**config.mk**
```make
export PLATFORM = sky130hd
export DESIGN_NAME = an_next_page_reg
export DESIGN_NICKNAME = d
export VERILOG_FILES = /design/src/rtl/an_np_pkg.sv /design/src/rtl/an_np_field_store.sv /design/src/rtl/an_np_toggle_gen.sv /design/src/rtl/an_next_page_reg.sv
export SDC_FILE = /design/constraint.sdc
export NUM_CORES = 1
export LEC_CHECK = 0
export BUFFER_PORTS_ARGS = -buffer_cell sky130_fd_sc_hd__buf_2
export CAP_MARGIN = 10
export CORE_UTILIZATION = 38
export DETAILED_ROUTE_END_ITERATION = 8
export PLACE_DENSITY = 0.83
export SLEW_MARGIN = 20
export SYNTH_ARGS = -nofsm -noshare
export SYNTH_HDL_FRONTEND = slang
export SYNTH_SLANG_ARGS = --single-unit
```
**constraint.sdc**
```tcl
create_clock -name clk -period 3.4 [get_ports clk]
set_input_delay 0.34 -clock clk [delete_from_list [all_inputs] [get_ports clk]]
set_output_delay 0.34 -clock clk [all_outputs]
set_load 0.02 [all_outputs]
```
**src/rtl/an_np_pkg.sv**
```systemverilog
package an_np_pkg;
    localparam int WORD_W   = 16;
    localparam int CODE_W   = 11;
    localparam int NP_BIT   = 15;
    localparam int RSVD_BIT = 14;
    localparam int MP_BIT   = 13;
    localparam int ACK2_BIT = 12;
    localparam int TOG_BIT  = 11;

    typedef struct packed {
        logic              more_pages;
        logic              msg_page;
        logic              can_comply;
        logic [CODE_W-1:0] code;
    } np_fields_t;

    function automatic logic [WORD_W-1:0] pack_word(np_fields_t f, logic tog);
        logic [WORD_W-1:0] w;
        w                      = '0;
        w[NP_BIT]              = f.more_pages;
        w[RSVD_BIT]            = 1'b0;
        w[MP_BIT]              = f.msg_page;
        w[ACK2_BIT]            = f.can_comply;
        w[TOG_BIT]             = tog;
        w[CODE_W-1:0]          = f.code;
        return w;
    endfunction
endpackage

```
**src/rtl/an_np_field_store.sv**
```systemverilog
module an_np_field_store
    import an_np_pkg::*;
(
    input  logic       clk,
    input  logic       rst_n,
    input  logic       wr_hit,
    input  np_fields_t wr_fields,
    output np_fields_t fields,
    output logic       wr_pulse
);
    typedef struct packed {
        np_fields_t f;
        logic       pulse;
    } store_t;

    store_t st_d, st_q;

    always_comb begin
        st_d       = st_q;
        st_d.pulse = wr_hit;
        if (wr_hit) begin
            st_d.f = wr_fields;
        end
    end

    always_ff @(posedge clk) begin
        if (!rst_n) begin
            st_q <= '0;
        end else begin
            st_q <= st_d;
        end
    end

    assign fields   = st_q.f;
    assign wr_pulse = st_q.pulse;

    AST_FIELDS_HOLD: assert property (@(posedge clk) disable iff (!rst_n)
        !wr_hit |=> $stable(fields));
    AST_VALID_AFTER_WRITE: assert property (@(posedge clk) disable iff (!rst_n)
        wr_hit |=> wr_pulse);
    AST_VALID_ONE_SHOT: assert property (@(posedge clk) disable iff (!rst_n)
        !wr_hit |=> !wr_pulse);
endmodule

```
**src/rtl/an_np_toggle_gen.sv**
```systemverilog
module an_np_toggle_gen (
    input  logic clk,
    input  logic rst_n,
    input  logic advance,
    input  logic reload,
    input  logic base_tog,
    output logic toggle
);
    logic tog_d, tog_q;

    always_comb begin
        tog_d = tog_q;
        if (reload) begin
            tog_d = ~base_tog;
        end else if (advance) begin
            tog_d = ~tog_q;
        end
    end

    always_ff @(posedge clk) begin
        if (!rst_n) begin
            tog_q <= 1'b0;
        end else begin
            tog_q <= tog_d;
        end
    end

    assign toggle = tog_q;

    AST_RELOAD_INVERTS: assert property (@(posedge clk) disable iff (!rst_n)
        reload |=> toggle == !$past(base_tog));
    AST_ADVANCE_FLIPS: assert property (@(posedge clk) disable iff (!rst_n)
        (advance && !reload) |=> toggle != $past(toggle));
    AST_IDLE_HOLDS: assert property (@(posedge clk) disable iff (!rst_n)
        (!advance && !reload) |=> $stable(toggle));
    AST_RELOAD_WINS: assert property (@(posedge clk) disable iff (!rst_n)
        (advance && reload) |=> toggle == !$past(base_tog));
endmodule

```
**src/rtl/an_next_page_reg.sv**
```systemverilog
module an_next_page_reg
    import an_np_pkg::*;
#(
    parameter int ADDR_W   = 5,
    parameter int REG_ADDR = 8
) (
    input  logic              clk,
    input  logic              rst_n,
    input  logic [ADDR_W-1:0] reg_addr,
    input  logic              reg_wr_en,
    input  logic [WORD_W-1:0] reg_wdata,
    output logic [WORD_W-1:0] reg_rdata,
    input  logic [WORD_W-1:0] base_word,
    input  logic              page_sent,
    input  logic              restart,
    output logic [WORD_W-1:0] tx_word,
    output logic              page_valid
);
    localparam logic [ADDR_W-1:0] SEL_ADDR = ADDR_W'(REG_ADDR);

    logic       sel;
    logic       wr_hit;
    logic       tog;
    np_fields_t wr_fields;
    np_fields_t cur_fields;
    logic       unused_bits;

    assign sel    = (reg_addr == SEL_ADDR);
    assign wr_hit = sel && reg_wr_en;

    always_comb begin
        wr_fields            = '0;
        wr_fields.more_pages = reg_wdata[NP_BIT];
        wr_fields.msg_page   = reg_wdata[MP_BIT];
        wr_fields.can_comply = reg_wdata[ACK2_BIT];
        wr_fields.code       = reg_wdata[CODE_W-1:0];
    end

    assign unused_bits = ^{reg_wdata[RSVD_BIT], reg_wdata[TOG_BIT],
                           base_word[WORD_W-1:TOG_BIT+1], base_word[TOG_BIT-1:0]};

    an_np_field_store u_store (
        .clk       (clk),
        .rst_n     (rst_n),
        .wr_hit    (wr_hit),
        .wr_fields (wr_fields),
        .fields    (cur_fields),
        .wr_pulse  (page_valid)
    );

    an_np_toggle_gen u_toggle (
        .clk      (clk),
        .rst_n    (rst_n),
        .advance  (page_sent),
        .reload   (restart),
        .base_tog (base_word[TOG_BIT]),
        .toggle   (tog)
    );

    assign tx_word   = pack_word(cur_fields, tog);
    assign reg_rdata = sel ? pack_word(cur_fields, tog) : '0;

    AST_READ_TRACKS_TX: assert property (@(posedge clk) disable iff (!rst_n)
        sel |-> reg_rdata == tx_word);
    AST_UNSELECTED_ZERO: assert property (@(posedge clk) disable iff (!rst_n)
        !sel |-> reg_rdata == '0);
    AST_CODE_LANDS: assert property (@(posedge clk) disable iff (!rst_n)
        wr_hit |=> tx_word[CODE_W-1:0] == $past(reg_wdata[CODE_W-1:0]));
    AST_FLAGS_LAND: assert property (@(posedge clk) disable iff (!rst_n)
        wr_hit |=> (tx_word[NP_BIT] == $past(reg_wdata[NP_BIT])) &&
                   (tx_word[MP_BIT] == $past(reg_wdata[MP_BIT])) &&
                   (tx_word[ACK2_BIT] == $past(reg_wdata[ACK2_BIT])));
endmodule

```
==> Word level (Yosys, flattened, before mapping) <==
Cells that the tools add are included.
{ "word_totals": {"regBits": 16, "inputBits": 42, "output_inout_bits": 33, "elab_cells": 14} }
{ "op_classes": {"n_eq_ne": 1, "muxes": 3, "bitwise": 2, "n_reduce_logical": 2} }
{ "ops": {"columns": ["operator", "count"], "rows": [
  ["2-to-1 mux 16 bit", 1],
  ["== test 5 x 4 -> 1 bit, second input constant", 1],
  ["2-to-1 mux 1 bit", 2],
  ["NOT 1 bit", 2],
  ["nonzero test 2 bit", 1],
  ["logical AND 1 bit", 1]
]} }

==> Longest topological paths before layout <==
Gate-level depths: netlist of run 1.
{ "depth": {"depth_word": 3, "mapped_depth": 5} }

==> Modules after synthesis <==
A second synthesis of run 1 with hierarchy kept.
{ "hier_totals": {"cells_unflattened": 95, "area_unflattened_um2": 934.6} }
{ "modules_own_cells": {"columns": ["module", "n_inst", "cells_each", "area_each_um2", "seq_area_each_um2"], "rows": [
  ["an_np_field_store", 1, 47, 570.5, 300.3],
  ["an_next_page_reg", 1, 44, 321.6, 0.0],
  ["an_np_toggle_gen", 1, 4, 42.5, 20.0]
]} }

==> Least setup slack after synthesis of run 1 <==
Ideal clock, no wire load.
{ "synth_timing": {"kind": "in2out", "from": "input port reg_addr[2]", "to": "output port reg_rdata[0]", "arrival_ns": 1.529, "required_ns": 3.060, "path_slack_ns": 1.531, "path_stages": 4, "path_buffers": 1, "cell_sequence": "or4b_4 nor2_1 clkbuf_1 and2_1"} }
{ "synth_between": {"elab_chain_len": 2} }
{ "synth_lines": {"columns": ["element", "line_no", "text"], "rows": [
  ["start: declaration", "an_next_page_reg.sv:9", "input logic [ADDR_W-1:0] reg_addr,"],
  ["== test 5 x 4 -> 1 bit", "an_next_page_reg.sv:28", "assign sel = (reg_addr == SEL_ADDR);"],
  ["2-to-1 mux 16 bit", "an_next_page_reg.sv:61", "assign reg_rdata = sel ? pack_word(cur_fields, tog) : '0;"],
  ["end: declaration", "an_next_page_reg.sv:12", "output logic [WORD_W-1:0] reg_rdata,"]
]} }
Every way passes these cells.

==> Worst setup path in the final report of run 1 <==
{ "layout_timing": {"from": "input port reg_addr[2]", "to": "output port reg_rdata[10]"} }
Same word-level chain as after synthesis.

==> results_dict.tcl, run 1 <==
set metrics [dict create \
    status "complete, no violations" \
    timing.max_cap.violations 0 \
    finalHoldViolCount 0 \
    cts_setup_buffers 0 \
    cts_buffer_depth 2 \
    overflow 0 \
    fin_skew_ns 0 \
    hold_buffers 0 \
    ys_ff_latch 16 \
    ir_drop_mv 0.119 \
    end_kind "output port" \
    synth-simple-area-share_pct 30.2 \
    setup.worst_path.start_class "input port" \
    place_worst_setup_slack_ns 1.10 \
    port_buffers 55 \
    gp_congestion 0.656 \
    dieHeight_um 47.6 \
    grt_setup_unrepaired "false" \
    min_period_ns 2.27 \
    drtPass1Iterations 4 \
    synth_top_family_by_area "simple AND/OR/NAND/NOR gates" \
    clock_latency_ns 0.27 \
    vias 762 \
    cts_htree_levels 1 \
    power_density_mw_per_mm2 301 \
    post-route-period-util_pct 66.8 \
    syn_area_per_cell_um2 8.79 \
    hold_path_class "in -> reg" \
    ys_warn_count 0 \
    cts.sinks 16 \
    synthAdderAreaFrac_pct 0 \
    coreArea_mm2 0.00196 \
    whs_ns 0.304 \
    antenna_found_initial 0 \
    grt_max_degree 31 \
    critPathArrivalTime_ns 1.93 \
    vias_per_cell 4.54 \
    drc 0 \
    setup_slack_ns 1.13 \
    crit_fanout 15 \
    synth_compound_area_share_pct 1.27 \
    post_route_cells_drive_above_1_share_pct 43.3 \
    grt_pass1_wl_mm 2.23 \
    drt_iter0_drc 6 \
    required_ns 3.06 \
    clock.fmax_mhz 440 \
    worstReg2RegStart "u_toggle.toggle$_SDFFE_PN0P_" \
    row_count 16 \
    crit_start "reg_addr[2]" \
    detail-route-antenna-nets 0 \
    fin_nets 185 \
    setup_violations 0 \
    synthDistinctLibCells 14 \
    wl_per_cell_um 9.71 \
    cts_resized 0 \
    cts_made_buffers 3 \
    synth_mux_area_share_pct 17.7 \
    drv_slew 0 \
    cts_root_buffer "clkbuf_4" \
    syn-cell-area_um2 791 \
    min-delay-start "reg_wdata[8]" \
    start_util_pct 40.3 \
    cts_tree "done" \
    slew_headroom_pct 51.1 \
    critPathKind "in -> out" \
    tns_ns 0 \
    synth_xor_area_share_pct 1.11 \
    die_w_um 47.6 \
    die_area_mm2 0.00227 \
    worst_pin_slew_ns 0.730 \
    seq_area_frac_synth_pct 40.5 \
    antenna_cells 0 \
    clkTransAtPathRegs_ns 0.08 \
    area_growth_pct 34.7 \
    grt_pass1_vias 587 \
    grt_usage_pct 13.8 \
    power.leakage_uw 0.000562 \
    io_pins 75 \
    nFillCells 198 \
    final_common_cell "buf_2" \
    wirelength_mm 1.63 \
    mostFrequentLayoutCells "55 x buf_2, 29 x nand2_1, 16 x and2_1, 16 x dfxtp_1, 14 x mux2i_1" \
    syn_inst 90 \
    hpwl_mm 1.25 \
]
[synthesized netlist by cell type]
cell | n | area share (%)
nand2_1 | 29 | 14
clkbuf_1 | 4 | 1.9
nor2_1 | 1 | 0.47
buf_12 | 1 | 2.5
or4b_4 | 1 | 1.7
mux2i_1 | 14 | 18
conb_1 | 1 | 0.47
dfxtp_1 | 16 | 41
xor2_1 | 1 | 1.1
o211a_1 | 1 | 1.3
buf_4 | 3 | 2.8
nor3b_2 | 1 | 1.6
and2_1 | 16 | 13
buf_6 | 1 | 1.4
[through the flow]
step	cell area (um2)	std cells	power [uW]	utilization, %
finish	1060	168	320	54.3
global route	1060	168	340	54.3
CTS	1060	168	328	54.3
detailed placement	1040	165	232	53.1
global placement	1040	165	230	53.1
floorplan	795	91	218	-
[path summary, 6_finish.rpt]
check,to,slack (ns),cells past startpoint
worst max-delay path,reg_rdata[10],1.13,5
worst min-delay path,u_store.fields[8]$_SDFFE_PN0P_,0.30,3
worst max register to register,u_toggle.toggle$_SDFFE_PN0P_,2.62,2
worst min register to register,u_store.fields[7]$_SDFFE_PN0P_,0.47,2
[worst max-delay path: stages]
cell and delay (ns):
buf_2 0.10, or4b_4 0.53, nor2_1 0.58, and2_1 0.22, buf_2 0.16
[cells by family (layout without fill, tap and decap cells)]
logic type / count (synthesis) / after routing
compound gates: 1 / 1
xor+xnor: 1 / 1
buf+inv: 9 / 59
flops: 16 / 16
mux: 14 / 14
other cells: 1 / 2
simple gates: 48 / 48
[power by group]
group	total, uW	switching [uW]	internal [uW]
sequential	191	1.48	190
combinational	36.3	19.5	16.8
clock	93.1	52.2	40.9
total	320	73.2	247
[final cells by class]
cell class	instances	area (um2)	share of cell area (%)
Timing Repair Buffer	56	283	26.6
Multi-Input combinational cell	66	405	38.1
Tap cell	27	33.8	3.17
Clock buffer	3	22.5	2.12
Sequential cell	16	320	30.1
[routing by layer]
| layer | vias up | track usage [%] | share of wire [%] |
|---|---|---|---|
| met1 | 346 | 15.4 | 44 |
| met2 | 31 | 25.2 | 49 |
| met5 | - | 0 | 0 |
| li1 | 385 | - | - |
| met3 | 0 | 2.26 | 7.4 |
| met4 | 0 | 6.67 | 0 |
[registers in the layout (all words and copies together) (netlist names)]
name	count
u_store.fields	14
u_toggle.toggle	1
u_store.wr_pulse	1
Note: power is estimated with default switching activity, not from simulation.
==> run 2, diff against run 1 <==
Settings changed: CORE_UTILIZATION 38 to 32, PLACE_DENSITY 0.83 to 0.75.
Clock period 3.4 ns to 1.9 ns, I/O delays scaled along.
==> results_dict.tcl, run 2 (synthesized netlist as in run 1, its figures left out) <==
set metrics [dict create \
    area_growth_pct 38.4 \
    dieHeight_um 51.7 \
    critPathArrivalTime_ns 1.43 \
    port_buffers 55 \
    grt_usage_pct 14.3 \
    io_pins 75 \
    hpwl_mm 1.37 \
    hold_buffers 0 \
    detail-route-antenna-nets 0 \
    fin_nets 187 \
    drv_slew 0 \
    clkTransAtPathRegs_ns 0.10 \
    gp_congestion 0.666 \
    required_ns 1.71 \
    end_kind "output port" \
    antenna_found_initial 0 \
    setup_violations 0 \
    wl_met3_um 92 \
    dr_wl_met2_um 936 \
    grt_max_degree 31 \
    clock.fmax_mhz 616 \
    start_util_pct 34.7 \
    cts.sinks 16 \
    cts_htree_levels 1 \
    post_route_cells_drive_above_1_share_pct 44.4 \
    vias_per_cell 4.37 \
    critPathKind "in -> out" \
    whs_ns 0.145 \
    final_common_cell "buf_2" \
    crit_fanout 9 \
    power.leakage_uw 0.000580 \
    ir_drop_mv 0.370 \
    row_count 17 \
    clock_latency_ns 0.28 \
    finalHoldViolCount 0 \
    met1Wirelength_um 704 \
    grt_setup_unrepaired "false" \
    coreArea_mm2 0.00228 \
    antenna_cells 0 \
    hold_path_class "in -> reg" \
    power_density_mw_per_mm2 574 \
    cts_buffer_depth 2 \
    die_w_um 51.7 \
    min_period_ns 1.62 \
    grt_pass1_wl_mm 2.83 \
    status "complete, no violations" \
    die_area_mm2 0.00267 \
    fin_skew_ns 0 \
    nFillCells 228 \
    wirelength_mm 1.73 \
    setup.worst_path.start_class "input port" \
    timing.max_cap.violations 0 \
    overflow 0 \
    top_layer "met3" \
    largest_reg_flops 14 \
    grt_pass1_vias 684 \
    drtPass1Iterations 3 \
    tns_ns 0 \
    cts_setup_buffers 0 \
    cts_resized 0 \
    wl_per_cell_um 10.1 \
    mostFrequentLayoutCells "55 x buf_2, 29 x nand2_1, 16 x and2_1, 16 x dfxtp_1, 14 x mux2i_1" \
    final_util_pct 48.1 \
    cts_made_buffers 3 \
    post-route-period-util_pct 85.4 \
    fin_total_pwr_uw 628 \
    drt_iter0_drc 11 \
    vias 752 \
    cts_tree "done" \
    cts_root_buffer "clkbuf_4" \
    drc 0 \
]
==> run 2: final cells by class <==
cell class              count  area (um2)  area share, %
well taps                  28        35.0           3.20
repair buffers             58         298           27.2
clock buffers               4        36.3           3.31
multi-input cells          66         405           37.0
flip-flops and latches     16         320           29.3
==> run 2: worst max-delay path: stages <==
cell and delay, ns:
buf_2 0.10, or4b_4 0.53, nor2_1 0.15, buf_4 0.18
and2_1 0.13, buf_2 0.15
==> run 2: worst paths after layout <==
check,from,endpoint,slack [ns],depth (start not counted)
max,reg_addr[2],reg_rdata[11],0.28,6
min,reg_wdata[12],u_store.fields[11]$_SDFFE_PN0P_,0.15,3
max reg2reg,u_toggle.toggle$_SDFFE_PN0P_,u_toggle.toggle$_SDFFE_PN0P_,1.11,2
min reg2reg,u_store.fields[11]$_SDFFE_PN0P_,u_store.fields[11]$_SDFFE_PN0P_,0.47,2
==> run 2: metal layers <==
metal  global-route usage [%]  up-vias
met2                     27.3       32
met5                        0        -
met4                     6.31        0
met1                     14.9      332
met3                     2.63        0
li1                         -      388
==> run 2: report_power, final <==
part           switching, uW  internal (uW)  total, uW
clock network            103            116        220
registers               2.84            339        342
logic                   35.2           30.8       66.0
==> run 2: stage by stage <==
stage / instances / setup WS [ns] / area (um2)
after CTS: 172 / 0.255 / 1090
after global placement: 168 / 0.262 / 1060
after floorplan: 91 / 0.331 / 795
after global routing: 172 / 0.182 / 1090
after detailed placement: 168 / 0.255 / 1060
final: 172 / 0.277 / 1090
